### src/rtl/intvec_prio.sv
module intvec_prio #(
  parameter int NG          = 16,
  parameter int AW          = 8,
  parameter logic [7:0] ADDR_VEC0   = 8'h60,
  parameter logic [7:0] ADDR_VEC1   = 8'h64,
  parameter logic [7:0] ADDR_FLAG   = 8'h10,
  parameter logic [7:0] ADDR_OVRBUF = 8'h70,
  parameter int OVR_BIT     = 6
) (
  input  logic          clk,
  input  logic          rst_n,
  input  logic          compat_mode,
  input  logic [NG-1:0] grp_fin,
  input  logic [NG-1:0] grp_susp,
  input  logic [NG-1:0] grp_line,
  input  logic          ser_line,
  input  logic          err_flag,
  input  logic          rxfull_flag,
  input  logic          txempty_flag,
  input  logic          ovr_set,
  input  logic          rd_en,
  input  logic [AW-1:0] rd_addr,
  input  logic          wr_en,
  input  logic [AW-1:0] wr_addr,
  input  logic [31:0]   wr_data,
  output logic [31:0]   vec0_rdata,
  output logic [31:0]   vec1_rdata,
  output logic [1:0]    irq_line
);
  localparam int IW = (NG > 1) ? $clog2(NG) : 1;
  localparam logic [4:0] C_ERR = 5'h11, C_RXF = 5'h12, C_OVR = 5'h13, C_TXE = 5'h14;

  logic [NG-1:0] pend, susp_q, clr;
  logic          ovr_q;
  logic [4:0]    code  [2];
  logic          sbit  [2];
  logic          gshow [2];
  logic [IW-1:0] gidx  [2];
  logic          rd_vec [2];

  assign rd_vec[0] = rd_en && rd_addr == ADDR_VEC0[AW-1:0];
  assign rd_vec[1] = rd_en && rd_addr == ADDR_VEC1[AW-1:0];

  for (genvar l = 0; l < 2; l++) begin : g_line
    logic [NG-1:0] mask;
    logic          found;
    logic [IW-1:0] idx;
    logic          here;

    assign mask = (l == 1) ? (pend & grp_line) : (pend & ~grp_line);
    assign here = (ser_line == l[0]);

    always_comb begin
      found = 1'b0;
      idx   = '0;
      for (int g = NG - 1; g >= 0; g--) begin
        if (mask[g]) begin
          found = 1'b1;
          idx   = g[IW-1:0];
        end
      end
    end

    always_comb begin
      code[l]  = 5'd0;
      sbit[l]  = 1'b0;
      gshow[l] = 1'b0;
      gidx[l]  = idx;
      if (compat_mode) begin
        if (here) begin
          if (err_flag)          code[l] = C_ERR;
          else if (ovr_q)        code[l] = C_OVR;
          else if (rxfull_flag)  code[l] = C_RXF;
          else if (txempty_flag) code[l] = C_TXE;
        end
      end else if (here && ovr_q) begin
        code[l] = C_OVR;
      end else if (found) begin
        code[l]  = 5'(idx) + 5'd1;
        sbit[l]  = susp_q[idx];
        gshow[l] = 1'b1;
      end
    end
  end

  always_comb begin
    clr = '0;
    for (int l = 0; l < 2; l++)
      if (rd_vec[l] && gshow[l]) clr[gidx[l]] = 1'b1;
  end

  wire ovr_w1c  = wr_en && wr_addr == ADDR_FLAG[AW-1:0] && wr_data[OVR_BIT];
  wire ovr_bufr = rd_en && rd_addr == ADDR_OVRBUF[AW-1:0];
  wire [NG-1:0] ev = grp_fin | grp_susp;

  always_ff @(posedge clk or negedge rst_n) begin
    if (!rst_n) begin
      pend   <= '0;
      susp_q <= '0;
      ovr_q  <= 1'b0;
    end else begin
      pend   <= (pend & ~clr) | ev;
      susp_q <= (susp_q & ~ev) | grp_susp;
      ovr_q  <= ovr_set | (ovr_q & ~(ovr_w1c | ovr_bufr));
    end
  end

  assign vec0_rdata  = {26'd0, code[0], sbit[0]};
  assign vec1_rdata  = {26'd0, code[1], sbit[1]};
  assign irq_line[0] = |code[0];
  assign irq_line[1] = |code[1];
endmodule

### config.mk
export PLATFORM = sky130hd
export DESIGN_NAME = intvec_prio
export DESIGN_NICKNAME = d
export VERILOG_FILES = /design/src/rtl/intvec_prio.sv
export SDC_FILE = /design/constraint.sdc
export NUM_CORES = 1
export LEC_CHECK = 0
export ABC_CLOCK_PERIOD_IN_PS = 2850
export BUFFER_PORTS_ARGS = -buffer_cell sky130_fd_sc_hd__buf_2
export CAP_MARGIN = 20
export CELL_PAD_IN_SITES_DETAIL_PLACEMENT = 1
export CELL_PAD_IN_SITES_GLOBAL_PLACEMENT = 1
export CORE_UTILIZATION = 29
export CTS_BUF_LIST = sky130_fd_sc_hd__clkbuf_4 sky130_fd_sc_hd__clkbuf_8
export DETAILED_ROUTE_END_ITERATION = 7
export PLACE_DENSITY_LB_ADDON = 0.2
export SYNTH_ARGS = -nofsm -noshare
export SYNTH_HDL_FRONTEND = slang
export SYNTH_SLANG_ARGS = --single-unit
### constraint.sdc
create_clock -name clk -period 2.85 [get_ports clk]
set_clock_uncertainty 0.1 [all_clocks]
set_input_delay 0.1425 -clock clk [delete_from_list [all_inputs] [get_ports clk]]
set_output_delay 0.1425 -clock clk [all_outputs]
set_load 0.03 [all_outputs]
# [After elaboration in Yosys (flattened, before gate mapping)]
# Index checks and enable logic that the tools add are counted.
[totals] ff_bits=33 in_bits=106 out_inout_bits=66 word_cells=140
[classes] addsub=2 magnitude_cmp=4 eq_ne=4 n_mux=98 bitwise_logic=16 reduce_logical=13
[ops] op="$mux 4" n=32
[ops] op="$and 16x16->16" n=4
[ops] op="$or 16x16->16" n=4
[ops] op="$mux 5" n=12
[ops] op="$mux 1" n=48
[ops] op="$not 16->16" n=3
[ops] op="$mux 16" n=2
[ops] op="$eq 8x7->1 const B" n=3
[ops] op="$logic_and 1x1->1" n=11
[ops] op="$add 4x1->5 const B" n=2
[ops] op="$lt 4x5->1 const B" n=2
[ops] op="$reduce_or 5->1" n=2
[ops] op="$bmux 1 s4" n=2
[ops] op="$demux 1 s4" n=2
[ops] op="$eq 8x5->1 const B" n=1
[ops] op="$ge 4x1->1 const B" n=2
[ops] op="$not 1->1" n=2
[ops] op="$or 1x1->1" n=2
[ops] op="$and 1x1->1" n=1

# [Longest topological paths before layout]
[depth] word_depth=28 depth_mapped=11 ltp_nobuf=10

# [Least setup slack after synthesis]
# No wires, ideal clock.
[synth_path] kind="register to output" from="reg pend[0]" to="out irq_line[0]" arrival_ps=2921 required_ps=2608 setup_slack_ps=-313 path_stages_with_launch=6 path_buffers=0 cell_sequence="dfrtp_1 -> nor2b_1 -> or4_4 -> a31oi_2 -> nor4bb_1 -> or4b_1"
[synth_via] elab_chain_cells=7 word_cells_on_any_way=8 classes_between="add/sub (1); mux (5); bitwise (1); reduce/logical (1)"
[synth_rtl] item="start: declaration" line="33" text="logic [NG-1:0] pend, susp_q, clr;"
[synth_rtl] item="start signal: assignment" line="102" text="pend <= (pend & ~clr) | ev;"
[synth_rtl] item="$and 16x16->16 (*)"
[synth_rtl] item="$mux 4" line="57" text="if (mask[g]) begin"
[synth_rtl] item="$add 4x1->5" line="79" text="code[l] = 5'(idx) + 5'd1;"
[synth_rtl] item="$mux 5 (*)" line="78" text="end else if (found) begin"
[synth_rtl] item="$mux 5 (*)" line="76" text="end else if (here && ovr_q) begin"
[synth_rtl] item="$mux 5 (*)" line="69" text="if (compat_mode) begin"
[synth_rtl] item="net vec0_rdata[4]" line="26" text="output logic [31:0] vec0_rdata,"
[synth_rtl] item="$reduce_or 5->1 (*)" line="110" text="assign irq_line[0] = |code[0];"
[synth_rtl] item="end: declaration" line="28" text="output logic [1:0] irq_line"
# The timed path passes the listed nets; every way through them passes the cells marked *.

# [Final worst setup path]
[layout_path] from="reg pend[15]" to="out irq_line[0]"
[layout_via] elab_chain_cells=22 word_cells_on_any_way=38 classes_between="add/sub (1); mux (35); bitwise (1); reduce/logical (1)"
[layout_rtl] item="$and 16x16->16 (*)"
[layout_rtl] item="$mux 4 (16 in a row)" line="57"
[layout_rtl] item="$add 4x1->5" line="79"
[layout_rtl] item="$mux 5 (*)" line="78"
[layout_rtl] item="$mux 5 (*)" line="76"
[layout_rtl] item="$mux 5 (*)" line="69"
[layout_rtl] item="$reduce_or 5->1 (*)" line="110"
# Every way passes the cells marked *; elsewhere a longest branch is shown, timed or not.

==> reports/metrics.yaml <==
timing:
  timing.fmax_ghz: 0.315
  fin_tns_setup_ps: -1110
  fin_crit_sh_pct: 111
  maxSlewHeadroom_pct: 43.7
  rsz0062_at_grt: "true"
  maxSlewViolCount: 0
  hold_viol_final: 0
  max_slew.worst_pin.slew_ps: 838
  finalSetupViolCount: 6
  setup_ws_ps: -321
  layout_min_cycle_time_ps: 3170
cells_and_area:
  finalNonFillerCells: 684
  fin_nets: 661
  area_growth_pct: 49.7
  antenna_cells: 0
  final_area_sq_um: 4720
  drive_gt1_share_pct: 37.8
  final_common_cell: "buf_2"
  mostFrequentLayoutCells: "78 x buf_2, 53 x buf_4, 52 x conb_1"
clock_network:
  clk_path_buf_depth: 2
  h-tree-depth: 2
  cts_buffers: 5
  clk_pin_slew_worst_paths_ps: 90
  cts_tree: "yes"
  cts_root_buffer: "clkbuf_8"
  cts_sinks: 33
  clock_latency_ps: 310
yosys:
  synth_edf_count: 0
  netlist_area_sq_um: 3150
  synthArstFlopShare_pct: 100
  ys.flop_type: "dfrtp_1"
  yosysUniqueCellTypes: 68
  synth_seq_cells: 33
  syn-mean-instance-area_sq_um: 8.57
  syn_inst: 368
  ys_seq_area_share_pct: 26.2
  yosysWarnings: 0
setup_path:
  worst_ep_required_time_ps: 2610
  path_max_fanout: 3
  max_stage_delay_ps: 490
  worst_r2r_path_depth: 12
  arrival_ps: 2930
  cp.buffers_inverters: 2
  slowest_stage: "or4b_4"
  startpoint_type: "register"
  crit_family: "simple AND/OR/NAND/NOR gates"
  end_kind: "primary output"
  cp_cell_sequence: "and2b_2 > o221ai_2 > a311oi_2 > o21bai_2 > a311oi_2 > ha_2 > buf_4 > nand3b_1 > o22ai_2 > nor2_1 > or4b_4 > buf_6"
  crit_type: "reg2out"
  crit_cells: 12
  cpMostUsedCell: "a311oi_2"
placed_design:
  dp.cells: 627
  gp_congestion: 0.865
  port_buffers: 88
  post-dp-hpwl_mm: 9.70
  placed_cell_area_sq_um: 3880
floorplanning:
  top_level_ports: 172
  die_y_um: 106
  rows: 37
  dieArea_sq_um: 11300
  core_area_sq_um: 10400
  start_util_pct: 30.3
  dieWidth_um: 106
global_routing:
  track_usage_pct: 22.2
  grt_start_max_net_pins: 34
  antenna_found_initial: 0
  grt_pass1_wl_mm: 19.0
  grt_pass1_vias: 3632
  grt.overflow.total: 0
detailed_routing:
  antenna_left: 0
  vias: 3529
  drt-wirelength-per-cell_um: 18.4
  drt_pass1_iterations: 4
  wirelength_mm: 12.6
  drc: 0
  drt-initial-drc-count: 226
  routed_via_density: 5.16
job:
  cap_violations: 0
power:
  peakVddDrop_v: 0.000220
  power.density_nw_per_um2: 296
  power.total_w: 0.00140
  cellLeakagePower_nw: 2.17
run_status:
  violations: "negative setup slack"
  status: "finished with violations"
hold_path:
  min_path_cells: 3
  hold_class: "in2reg"
[through the flow]
stage / setup slack (ps) / util (%) / hold slack [ps]
3_5_place_dp: -61.1 / 37.3 / 171
5_1_grt: -460 / 45.3 / 97.5
6_report: -321 / 45.3 / 65.8
3_3_place_gp: -13.8 / 37.3 / 175
4_1_cts: -343 / 43.3 / 75.3
2_1_floorplan: 12.8 / - / -253
[cells by family after synthesis]
family | after synthesis | share of synthesized area (%)
AOI/OAI and AO/OA | 124 | 31.3
xor gates and xnor gates | 3 | 0.833
adders and majority gates | 8 | 3.17
buffers and inverters | 84 | 16.7
DFF | 33 | 26.2
muxes | 9 | 2.94
other | 1 | 0.119
and+or+nand+nor | 106 | 18.8
[power breakdown]
part / total (W) / leakage [nW] / internal [W] / switching, W
logic: 0.000526 / 1.81 / 0.000213 / 0.000312
registers: 0.000499 / 0.320 / 0.000483 / 0.0000157
clock network: 0.000373 / 0.0439 / 0.000169 / 0.000204
total: 0.00140 / 2.17 / 0.000866 / 0.000532
[synthesized netlist by cell type (all sizes together) (3+ instances only)]
| library cell | number | area [sq um] |
|---|---|---|
| ha | 8 | 100 |
| nor4 | 5 | 31.3 |
| inv | 26 | 97.6 |
| a22o | 8 | 70.1 |
| dfrtp | 33 | 826 |
| a21o | 19 | 143 |
| nor3 | 4 | 20.0 |
| a32oi | 15 | 131 |
| or2b | 3 | 22.5 |
| a21oi | 12 | 60.1 |
| a211o | 15 | 131 |
| o22ai | 6 | 37.5 |
| a211oi | 5 | 50.1 |
| nand2b | 9 | 56.3 |
| a2bb2oi | 4 | 35.0 |
| and2 | 7 | 43.8 |
| nor2 | 14 | 52.6 |
| nor2b | 10 | 62.6 |
| clkbuf | 3 | 11.3 |
| mux2i | 7 | 70.1 |
| a22oi | 6 | 45.0 |
| o21ai | 9 | 45.0 |
| buf | 55 | 418 |
| nand2 | 32 | 120 |
[area by class of cell]
type                       count  area [sq um]
clock buffer                   5          68.8
tap                          136           170
clock inverter                 3          17.5
multi-input combinational    302          2240
fill                        1270          5700
timing repair buffer         179          1290
inverter                      26           100
sequential                    33           830
[routing by layer]
| layer | routed length, um | track usage, % | up-vias |
|---|---|---|---|
| met2 | 6040 | 37.0 | 132 |
| li1 | - | - | 1627 |
| met5 | 0 | 0 | - |
| met4 | 376 | 8.73 | 0 |
| met3 | 701 | 3.13 | 30 |
| met1 | 5440 | 28.7 | 1740 |
[state kept, by name, summed over array words and instances (netlist names)]
| register | cells |
|---|---|
| ovr_q | 1 |
| pend | 16 |
| susp_q | 16 |
[worst reg2reg max path: cells and delay by family (launching register included)]
kind	cells	cell delay [ps]
AOI/OAI and AO/OA	5	1130
buffers and inverters	5	620
DFF	1	460
and+or+nand+nor	1	190
adders and majority gates	1	130
[repair_timing]
item	CTS	global route
resized for setup	34	37
setup endpoints to repair	10	19
buffers inserted	8	7
pin swaps	13	17
hold buffers	35	0
hold endpoints to repair	66	0
[final timing paths]
path | startpoint | endpoint | slack, ps
worst min-delay path | wr_en | ovr_q | 70
worst max register to register | pend[13] | pend[4] | 120
max in group asynchronous | rst_n | pend[13] | 1750
min in group asynchronous | rst_n | pend[2] | 340
worst max-delay path | pend[15] | irq_line[0] | -320
worst min register to register | susp_q[14] | susp_q[14] | 420
Note: power is estimated with default switching activity, not from simulation.
